===== config.mk =====
export PLATFORM = sky130hd
export DESIGN_NAME = corr_window_seq
export DESIGN_NICKNAME = d
export VERILOG_FILES = /design/src/rtl/corr_seq_pkg.sv /design/src/rtl/cws_gate.sv /design/src/rtl/cws_period_cnt.sv /design/src/rtl/cws_mod_step.sv /design/src/rtl/cws_sample_buf.sv /design/src/rtl/corr_window_seq.sv
export SDC_FILE = /design/constraint.sdc
export NUM_CORES = 1
export LEC_CHECK = 0
export BUFFER_PORTS_ARGS = -buffer_cell sky130_fd_sc_hd__buf_2
export CORE_MARGIN = 8
export CORE_UTILIZATION = 55
export CTS_CLUSTER_SIZE = 24
export DETAILED_ROUTE_END_ITERATION = 6
export GPL_ROUTABILITY_DRIVEN = 0
export GPL_TIMING_DRIVEN = 0
export PLACE_DENSITY = 0.8
export SLEW_MARGIN = 30
export SYNTH_ARGS = -nofsm -noshare
export SYNTH_HDL_FRONTEND = slang
export SYNTH_HIERARCHICAL = 1
export SYNTH_SLANG_ARGS = --single-unit

===== constraint.sdc =====
create_clock -name clk -period 4.5 [get_ports clk]
set_clock_uncertainty 0.15 [all_clocks]
set_input_delay 0.675 -clock clk [delete_from_list [all_inputs] [get_ports clk]]
set_output_delay 0.675 -clock clk [all_outputs]
set_load 0.01 [all_outputs]

===== src/rtl/corr_seq_pkg.sv =====
package corr_seq_pkg;
  typedef enum logic [1:0] {
    ST_IDLE  = 2'd0,
    ST_ALIGN = 2'd1,
    ST_INTEG = 2'd2,
    ST_REQ   = 2'd3
  } seq_st_t;
endpackage


===== src/rtl/cws_gate.sv =====
module cws_gate #(
  parameter int DIV_W = 6
) (
  input  logic             clk,
  input  logic             rst,
  input  logic             en,
  input  logic [DIV_W-1:0] div,
  input  logic [DIV_W-1:0] open_w,
  input  logic [DIV_W-1:0] close_w,
  output logic             gate_o
);
  always_ff @(posedge clk) begin
    if (rst || !en) begin
      gate_o <= 1'b0;
    end else if (div == open_w) begin
      gate_o <= 1'b1;
    end else if (div == close_w) begin
      gate_o <= 1'b0;
    end
  end
endmodule


===== src/rtl/cws_period_cnt.sv =====
module cws_period_cnt #(
  parameter int W = 10
) (
  input  logic         clk,
  input  logic         rst,
  input  logic         clr,
  input  logic         tick,
  input  logic [W-1:0] limit,
  output logic         last_o
);
  logic [W-1:0] cnt_q;
  logic [W:0]   cnt_inc;

  assign cnt_inc = {1'b0, cnt_q} + {{W{1'b0}}, 1'b1};
  assign last_o  = tick && (cnt_inc >= {1'b0, limit});

  always_ff @(posedge clk) begin
    if (rst || clr) begin
      cnt_q <= '0;
    end else if (tick) begin
      cnt_q <= cnt_inc[W-1:0];
    end
  end
endmodule


===== src/rtl/cws_mod_step.sv =====
module cws_mod_step #(
  parameter int DIV_N = 50,
  parameter int DIV_W = 6
) (
  input  logic [DIV_W-1:0] cur,
  input  logic [DIV_W-1:0] step,
  output logic [DIV_W-1:0] nxt
);
  localparam logic [DIV_W:0] N_EXT = (DIV_W+1)'(DIV_N);
  logic [DIV_W:0] sum;
  logic [DIV_W:0] wrapped;

  assign sum     = {1'b0, cur} + {1'b0, step};
  assign wrapped = sum - N_EXT;
  assign nxt     = (sum >= N_EXT) ? wrapped[DIV_W-1:0] : sum[DIV_W-1:0];
endmodule


===== src/rtl/cws_sample_buf.sv =====
module cws_sample_buf #(
  parameter int DEPTH = 32,
  parameter int AW    = 5,
  parameter int DW    = 12
) (
  input  logic          clk,
  input  logic          we,
  input  logic [AW-1:0] waddr,
  input  logic [DW-1:0] wdata,
  input  logic [AW-1:0] raddr,
  output logic [DW-1:0] rdata
);
  logic [DW-1:0] mem [DEPTH];

  always_ff @(posedge clk) begin
    if (we) begin
      mem[waddr] <= wdata;
    end
    rdata <= mem[raddr];
  end
endmodule


===== src/rtl/corr_window_seq.sv =====
module corr_window_seq #(
  parameter int DIV_N   = 50,
  parameter int MAX_POS = 32,
  parameter int SAMP_W  = 12,
  parameter int INTEG_W = 10,
  localparam int DIV_W  = $clog2(DIV_N),
  localparam int AW     = $clog2(MAX_POS),
  localparam int POS_W  = $clog2(MAX_POS + 1)
) (
  input  logic               clk,
  input  logic               rst,
  input  logic               start_i,
  input  logic               dis_i,
  input  logic [DIV_W-1:0]   div_i,
  input  logic [DIV_W-1:0]   set_word_i,
  input  logic [DIV_W-1:0]   rst_word_i,
  input  logic [DIV_W-1:0]   step_i,
  input  logic [POS_W-1:0]   npos_i,
  input  logic [INTEG_W-1:0] integ_i,
  input  logic               smp_ready_i,
  input  logic [SAMP_W-1:0]  smp_data_i,
  input  logic [AW-1:0]      rd_addr_i,
  output logic               gate_o,
  output logic               integ_clr_o,
  output logic               smp_req_o,
  output logic               done_o,
  output logic               err_o,
  output logic [SAMP_W-1:0]  rd_data_o
);
  import corr_seq_pkg::*;

  localparam logic [DIV_W-1:0] LAST_ST = DIV_W'(DIV_N - 1);
  localparam logic [AW-1:0]    LAST_IX = AW'(MAX_POS - 1);

  seq_st_t            st_q;
  logic [DIV_W-1:0]   set_q, rst_q, step_q;
  logic [DIV_W-1:0]   set_nxt, rst_nxt;
  logic [POS_W-1:0]   npos_q;
  logic [INTEG_W-1:0] integ_q;
  logic [AW-1:0]      pos_q;
  logic               period_end, int_last, gate_en, pos_last, wr_en, busy_w;
  logic [POS_W:0]     pos_inc;

  assign period_end = (div_i == LAST_ST);
  assign busy_w     = (st_q != ST_IDLE);
  assign gate_en    = (st_q == ST_INTEG) && !dis_i && !int_last;
  assign pos_inc    = (POS_W+1)'(pos_q) + (POS_W+1)'(1);
  assign pos_last   = (pos_inc >= {1'b0, npos_q}) || (pos_q == LAST_IX);
  assign wr_en      = (st_q == ST_REQ) && smp_ready_i && !dis_i;

  cws_gate #(.DIV_W(DIV_W)) gate_i (
    .clk(clk), .rst(rst), .en(gate_en), .div(div_i),
    .open_w(set_q), .close_w(rst_q), .gate_o(gate_o)
  );

  cws_period_cnt #(.W(INTEG_W)) cnt_i (
    .clk(clk), .rst(rst), .clr(st_q != ST_INTEG),
    .tick(period_end && (st_q == ST_INTEG)), .limit(integ_q), .last_o(int_last)
  );

  cws_mod_step #(.DIV_N(DIV_N), .DIV_W(DIV_W)) step_set_i (
    .cur(set_q), .step(step_q), .nxt(set_nxt)
  );

  cws_mod_step #(.DIV_N(DIV_N), .DIV_W(DIV_W)) step_rst_i (
    .cur(rst_q), .step(step_q), .nxt(rst_nxt)
  );

  cws_sample_buf #(.DEPTH(MAX_POS), .AW(AW), .DW(SAMP_W)) buf_i (
    .clk(clk), .we(wr_en), .waddr(pos_q), .wdata(smp_data_i),
    .raddr(rd_addr_i), .rdata(rd_data_o)
  );

  always_ff @(posedge clk) begin
    if (rst) begin
      st_q        <= ST_IDLE;
      set_q       <= '0;
      rst_q       <= '0;
      step_q      <= '0;
      npos_q      <= '0;
      integ_q     <= '0;
      pos_q       <= '0;
      integ_clr_o <= 1'b0;
      smp_req_o   <= 1'b0;
      done_o      <= 1'b0;
      err_o       <= 1'b0;
    end else begin
      integ_clr_o <= 1'b0;
      if (dis_i) begin
        st_q      <= ST_IDLE;
        smp_req_o <= 1'b0;
      end else begin
        case (st_q)
          ST_IDLE: begin
            if (start_i) begin
              if (set_word_i == rst_word_i) begin
                err_o <= 1'b1;
              end else begin
                err_o   <= 1'b0;
                done_o  <= 1'b0;
                set_q   <= set_word_i;
                rst_q   <= rst_word_i;
                step_q  <= step_i;
                npos_q  <= npos_i;
                integ_q <= integ_i;
                pos_q   <= '0;
                st_q    <= ST_ALIGN;
              end
            end
          end
          ST_ALIGN: begin
            if (period_end) begin
              integ_clr_o <= 1'b1;
              st_q        <= ST_INTEG;
            end
          end
          ST_INTEG: begin
            if (int_last) begin
              smp_req_o <= 1'b1;
              st_q      <= ST_REQ;
            end
          end
          default: begin
            if (smp_ready_i) begin
              smp_req_o <= 1'b0;
              if (pos_last) begin
                done_o <= 1'b1;
                st_q   <= ST_IDLE;
              end else begin
                pos_q <= pos_q + AW'(1);
                set_q <= set_nxt;
                rst_q <= rst_nxt;
                st_q  <= ST_ALIGN;
              end
            end
          end
        endcase
      end
    end
  end
endmodule


==> results of run 1 <==
-- cells in the mapped netlist, drive strengths merged, types with 12 or more instances --
cell type,number
nand2,63
xor2,21
nor2,79
dfxtp,68
a21oi,46
edfxtp,384
a22o,24
nor3,18
buf,47
clkbuf,21
mux2i,230
nand3,41
ha,38
xnor2,22
inv,27
mux2,12
a22oi,48
nand4,25
a31oi,18
-- through the flow --
step / setup slack (ns) / cells / utilization [%] / instance area, um2 / power (mW)
floorplan: 1.51 / 1339 / - / 19600 / 5.14
global placement: 1.15 / 1877 / 58.2 / 20600 / 5.37
detailed placement: 1.06 / 1877 / 58.4 / 20700 / 5.39
CTS: 1.03 / 1961 / 62.4 / 22100 / 8.93
global route: 0.618 / 1961 / 62.4 / 22100 / 9.16
finish: 1.05 / 1961 / 62.4 / 22100 / 8.89
-- power groups by stage --
stage	combinational (mW)	clock, mW	sequential [mW]
finish	0.714	3.58	4.60
global route	0.771	3.79	4.60
CTS	0.711	3.62	4.60
detailed placement	0.706	0	4.69
global placement	0.687	0	4.69
floorplan	0.454	0	4.69
-- flip-flops by register name, summed over array words and instances, names as in the netlist --
register and cells:
set_q 6, done_o 1, gate_i/gate_o 1, cnt_i/cnt_q 10, buf_i/rdata 12, integ_clr_o 1, step_q 6, integ_q 10
npos_q 6, err_o 1, pos_q 5, rst_q 6, smp_req_o 1, st_q 2, buf_i/mem 384
-- final cells by class --
cell class	instances	area, um2
Fill cell	2580	13300
Sequential cell	452	12900
Multi-Input combinational cell	792	6180
Clock buffer	67	1250
Tap cell	461	577
Buffer	68	544
Timing Repair Buffer	77	385
Clock inverter	17	156
Inverter	27	101
-- per-layer routing --
metal,vias up,track usage (%)
li1,5386,-
met1,5748,27.0
met2,540,34.4
met3,95,3.62
met4,0,7.53
met5,-,0
-- cells by family (layout without fill, tap and decap cells) --
family,count (synthesis),in the layout
XOR/XNOR,43,43
multiplexers,242,242
flip-flops,452,452
AND/OR/NAND/NOR,276,276
AO/OA/AOI/OAI,191,191
adder cells (fa/ha/maj),40,40
buffers and inverters,95,256
-- worst max-delay path, cell delays in order (launching register included) --
cell      delay, ns
dfxtp_1        0.44
ha_1           0.29
and4_1         0.33
nand3_1        0.12
xnor2_1        0.15
ha_1           0.30
nand2_1        0.09
a2111o_1       0.35
a31oi_1        0.28
nand2b_1       0.17
o21ai_0        0.10
a221oi_1       0.32
nand3_1        0.12
a21boi_0       0.17
-- worst min path at each step --
stage | cells after the start | endpoint | startpoint | slack [ns]
final | 3 | integ_q[5]$_SDFFE_PP0P_ | integ_i[5] | 0.21
after detailed placement | 1 | done_o$_SDFFE_PP0P_ | done_o$_SDFFE_PP0P_ | 0.31
after floorplan | 2 | integ_q[1]$_SDFFE_PP0P_ | integ_q[1]$_SDFFE_PP0P_ | 0.31
after global placement | 2 | integ_q[6]$_SDFFE_PP0P_ | integ_q[6]$_SDFFE_PP0P_ | 0.33
after global routing | 3 | step_q[2]$_SDFFE_PP0P_ | step_i[2] | 0.22
after CTS | 3 | integ_q[5]$_SDFFE_PP0P_ | integ_i[5] | 0.19
-- layout by cell type (no fill, tap or decap), types with 4 or more instances in the layout --
cell type	instances
mux2i_1	230
clkbuf_1	40
nand4_1	23
a21o_1	6
edfxtp_1	384
nand3_1	41
nand2_1	63
a31oi_1	17
o21ai_0	5
buf_4	11
a211o_1	4
nand3b_1	7
buf_2	93
a22oi_1	48
xnor2_1	22
nand2b_1	8
dfxtp_1	68
mux2_2	12
o211ai_1	8
clkbuf_16	46
buf_12	8
nor2_2	32
nor2b_1	6
a21oi_1	45
inv_1	27
xor2_1	21
and2_1	5
a22o_1	24
nor3_1	18
nor2_1	47
clkinv_1	8
ha_1	38
buf_6	10
==> flow_summary.json, run 1 <==
{
  "path_max_fanout": 6,
  "synth_simple_gate_area_share_pct": 6.96,
  "die_area_um2": 42000,
  "dp_hpwl_um": 29100,
  "grt_pass1_vias": 11790,
  "clock_latency_ns": 0.55,
  "fin_crit_sh_pct": 76.7,
  "die_h_um": 205,
  "yosys.area_share.adder_pct": 2.62,
  "p_switching_mw": 1.99,
  "cts_buffers": 45,
  "syn-cell-area_um2": 19600,
  "pwr-share-comb_pct": 8.0,
  "max_freq_mhz": 290,
  "track_usage_pct": 20.7,
  "synth_seq_cells": 452,
  "end_kind": "flop",
  "htreeDepth": 2,
  "core_area_um2": 35400,
  "ys_seq_area_share_pct": 65.6,
  "area_growth_pct": 12.5,
  "avgRoutedWirePerCell_um": 22.4,
  "grt_max_degree": 33,
  "power_density_nw_per_um2": 403,
  "reg2reg_from": "cnt_i/cnt_q[0]$_SDFFE_PP0P_",
  "clockRootBuffer": "clkbuf_16",
  "synth_top_family_by_area": "multiplexers",
  "vias_per_cell": 6.00,
  "grt_setup_unrepaired": "no",
  "total_leakage_power_nw": 8.13,
  "worst-r2r-setup-slack_ns": 1.05,
  "met2WireLength_um": 21000,
  "max_slew_margin_pct": 44.6,
  "met1Wirelength_um": 17600,
  "syn_inst": 1339,
  "route.met3.wl_um": 3700,
  "ys_top_cells_by_area": "edfxtp_1, mux2i_1, dfxtp_1",
  "final_max_slew_viol_count": 0,
  "ir_drop_mv": 0.345,
  "regToRegEndpoint": "st_q[1]$_SDFFE_PP0P_",
  "startpoint_type": "flop",
  "drc": 0,
  "grt.overflow.total": 0,
  "cts_tree": "built",
  "arrival_ns": 3.78,
  "hold_viol": 0,
  "worstMarginPinSlew_ns": 0.831,
  "fp.dieW_um": 205,
  "cts_setup_buffers": 0,
  "ys.flop_type": "edfxtp_1",
  "muxShareOfSynthArea_pct": 12.4,
  "yosysWarnings": 6,
  "switching_share_pct": 22.4,
  "fin_setup_tns_ns": 0,
  "pwr-share-clk_pct": 40.3,
  "drive_gt1_share_pct": 16.3,
  "reg2reg_depth": 13,
  "crit_required_ns": 4.83,
  "ios": 79,
  "hold_path_class": "in2reg",
  "drv_cap": 0,
  "rows": 69,
  "yosys.area.top_type": "edfxtp_1",
  "port_buffers": 77,
  "dr.pass1.iters": 5,
  "synth_compound_area_share_pct": 7.17,
  "setup_violations": 0,
  "postCtsHoldBufs": 0,
  "hold_ws_ns": 0.210,
  "crit_end": "st_q[1]$_SDFFE_PP0P_",
  "avgSynthCellArea_um2": 14.7,
  "n_antenna_cell": 0,
  "synth_edf_count": 384,
  "final_nets": 1565,
  "synth_xor_area_share_pct": 1.92,
  "antenna_left": 0,
  "seqPwrFrac_pct": 51.7,
  "grt_pass1_wl_um": 66600,
  "wl_um": 43900,
  "synth_nets": 1441,
  "cts_sinks": 452,
  "start_util_pct": 55.5,
  "power.internal_mw": 6.90,
  "ys_async_sr_fraction_pct": 0,
  "startpoint": "cnt_i/cnt_q[0]$_SDFFE_PP0P_",
  "drt-initial-drc-count": 1035,
  "cts_resized": 0,
  "yosysTopAreaCellShare_pct": 58.7,
  "status": "completed",
  "vias": 11769,
  "antenna_found_initial": 0,
  "yosysUniqueCellTypes": 73,
  "top_layer_used": "met4",
  "post-route-min-period_ns": 3.45,
  "clk_pin_slew_worst_paths_ns": 0.06,
  "cts_buffer_depth": 3,
  "crit_type": "reg2reg"
}
Power figures use the tool's default switching activity.
==> run 2: changes to the inputs <==
==> constraint.sdc (replaced) <==
create_clock -name clk -period 3.2 [get_ports clk]
set_clock_uncertainty 0.15 [all_clocks]
set_input_delay 0.48 -clock clk [delete_from_list [all_inputs] [get_ports clk]]
set_output_delay 0.48 -clock clk [all_outputs]
set_load 0.01 [all_outputs]
==> flow_summary.json, run 2 (same netlist as run 1, synthesis figures left out) <==
{
  "grt_busiest_layer": "met2",
  "drt-initial-drc-count": 1087,
  "start_util_pct": 55.5,
  "layout_commonest_cell": "edfxtp_1",
  "area_growth_pct": 13.6,
  "design_power_total_mw": 12.5,
  "worst-r2r-setup-slack_ns": 0.07,
  "ir_drop_mv": 0.493,
  "regToRegEndpoint": "st_q[0]$_SDFFE_PP0P_",
  "arrival_ns": 3.43,
  "startpoint_type": "flop",
  "cts_buffers": 45,
  "final_cell_count_no_fill": 1973,
  "worstMarginPinSlew_ns": 0.819,
  "p_switching_mw": 2.81,
  "port_buffers": 77,
  "track_usage_pct": 20.7,
  "clockRootBuffer": "clkbuf_16",
  "cts_buffer_depth": 3,
  "power_density_nw_per_um2": 561,
  "grt_pass1_vias": 11831,
  "setup_violations": 0,
  "wl_um": 44400,
  "hold_viol": 0,
  "grt_use_met3_pct": 3.64,
  "clk_pin_slew_worst_paths_ns": 0.06,
  "antenna_left": 0,
  "cts_tree": "built",
  "max_freq_mhz": 319,
  "end_kind": "flop",
  "n_antenna_cell": 0,
  "pwr-share-clk_pct": 40.2,
  "vias_per_cell": 6.03,
  "fin_crit_sh_pct": 97.9,
  "clock_latency_ns": 0.56,
  "met1_usage_pct": 27.0,
  "startpoint": "cnt_i/cnt_q[1]$_SDFFE_PP0P_",
  "fin_setup_tns_ns": 0,
  "switching_share_pct": 22.5,
  "hold_path_class": "in2reg",
  "final_max_slew_viol_count": 0,
  "dp_hpwl_um": 29100,
  "antenna_found_initial": 0,
  "max_slew_margin_pct": 45.4,
  "die_area_um2": 42000,
  "drc": 0,
  "path_max_fanout": 5,
  "grt.overflow.total": 0,
  "drv_cap": 0,
  "cts_sinks": 452,
  "reg2reg_depth": 14,
  "htreeDepth": 2,
  "grt_pass1_wl_um": 66800,
  "total_leakage_power_nw": 8.22,
  "place_inst": 1877,
  "grt_max_degree": 33,
  "die_h_um": 205,
  "reg2reg_from": "cnt_i/cnt_q[1]$_SDFFE_PP0P_",
  "crit_end": "st_q[0]$_SDFFE_PP0P_",
  "fin_util_pct": 63.0,
  "status": "completed",
  "ios": 79,
  "core_area_um2": 35400,
  "fp.dieW_um": 205,
  "avgRoutedWirePerCell_um": 22.5,
  "mostFrequentLayoutCells": "edfxtp_1, mux2i_1, buf_2",
  "final_nets": 1577,
  "post-route-min-period_ns": 3.13,
  "crit_type": "reg2reg",
  "dr.pass1.iters": 5,
  "top_regs": "buf_i/mem x384, buf_i/rdata x12",
  "use_met2_pct": 34.5,
  "pwr-share-comb_pct": 8.1,
  "vias": 11894,
  "power.internal_mw": 9.71,
  "drive_gt1_share_pct": 18.1,
  "largest_register_ffs": 384,
  "seqPwrFrac_pct": 51.6,
  "crit_required_ns": 3.50,
  "rows": 69,
  "largest-register": "buf_i/mem"
}
-- run 2: changes by cell type in the layout (fill, tap and decap cells not counted), moves of 2 or more --
cell,delta
buf_4,+7
o21ai_0,-4
dfxtp_1,-3
dlygate4sd3_1,+3
o21ai_2,+3
buf_6,+2
dfxtp_4,+2
-- run 2: repair_timing --
action,CTS,global route
gates resized for setup,11,22
pin swaps,0,9
setup buffers,0,9
endpoints found under the hold margin,3,0
endpoints found under the setup margin,3,3
hold buffers,3,0
-- run 2: stage by stage --
step	cell area [um2]	setup slack [ns]	hold WS (ns)
global placement	20600	-0.147	0.328
detailed placement	20700	-0.239	0.309
global route	22300	-0.0440	0.0264
CTS	22100	0.0244	0.000464
finish	22300	0.0669	0.0146
floorplan	19600	0.210	0.310
-- run 2: cell type report --
| class | count | area [um2] |
|---|---|---|
| fill | 2566 | 13100 |
| inverter | 27 | 101 |
| buffer | 68 | 552 |
| clock inverter | 17 | 156 |
| tap | 461 | 577 |
| clock buffer | 67 | 1250 |
| sequential | 452 | 12900 |
| timing repair buffer | 89 | 483 |
| multi-input combinational | 792 | 6290 |
-- run 2: worst max-delay path: stages (launching register included) --
cell and delay [ns]:
dfxtp_4 0.37, ha_4 0.15, and4_4 0.25, buf_4 0.11
nand2_1 0.06, xnor2_1 0.15, ha_1 0.30, nand3_1 0.11
a2111o_1 0.35, a31oi_4 0.20, nand2b_4 0.17, o21ai_2 0.06
a221o_1 0.30, o211ai_1 0.19, o21ai_1 0.09
-- run 2: routing by layer --
metal	wire length (um)	vias to the layer above
li1	-	5404
met1	17800	5810
met2	21200	582
met3	3700	98
met4	1610	0
met5	0	-
-- run 2: worst min-delay path by stage --
stage                                 start                       to  slack [ns]  depth (start not counted)
floorplan           integ_q[1]$_SDFFE_PP0P_  integ_q[1]$_SDFFE_PP0P_        0.31                          2
global placement    integ_q[6]$_SDFFE_PP0P_  integ_q[6]$_SDFFE_PP0P_        0.33                          2
detailed placement      done_o$_SDFFE_PP0P_      done_o$_SDFFE_PP0P_        0.31                          1
CTS                              integ_i[4]  integ_q[4]$_SDFFE_PP0P_      0.0005                          3
global route                      step_i[2]   step_q[2]$_SDFFE_PP0P_        0.03                          3
finish                            npos_i[4]   npos_q[4]$_SDFFE_PP0P_        0.01                          3
-- run 2: power groups by stage --
stage	logic [mW]	clock network [mW]	registers, mW
CTS	1.01	5.08	6.47
global placement	0.966	0	6.59
floorplan	0.638	0	6.60
global route	1.10	5.33	6.47
finish	1.02	5.04	6.47
detailed placement	0.992	0	6.59
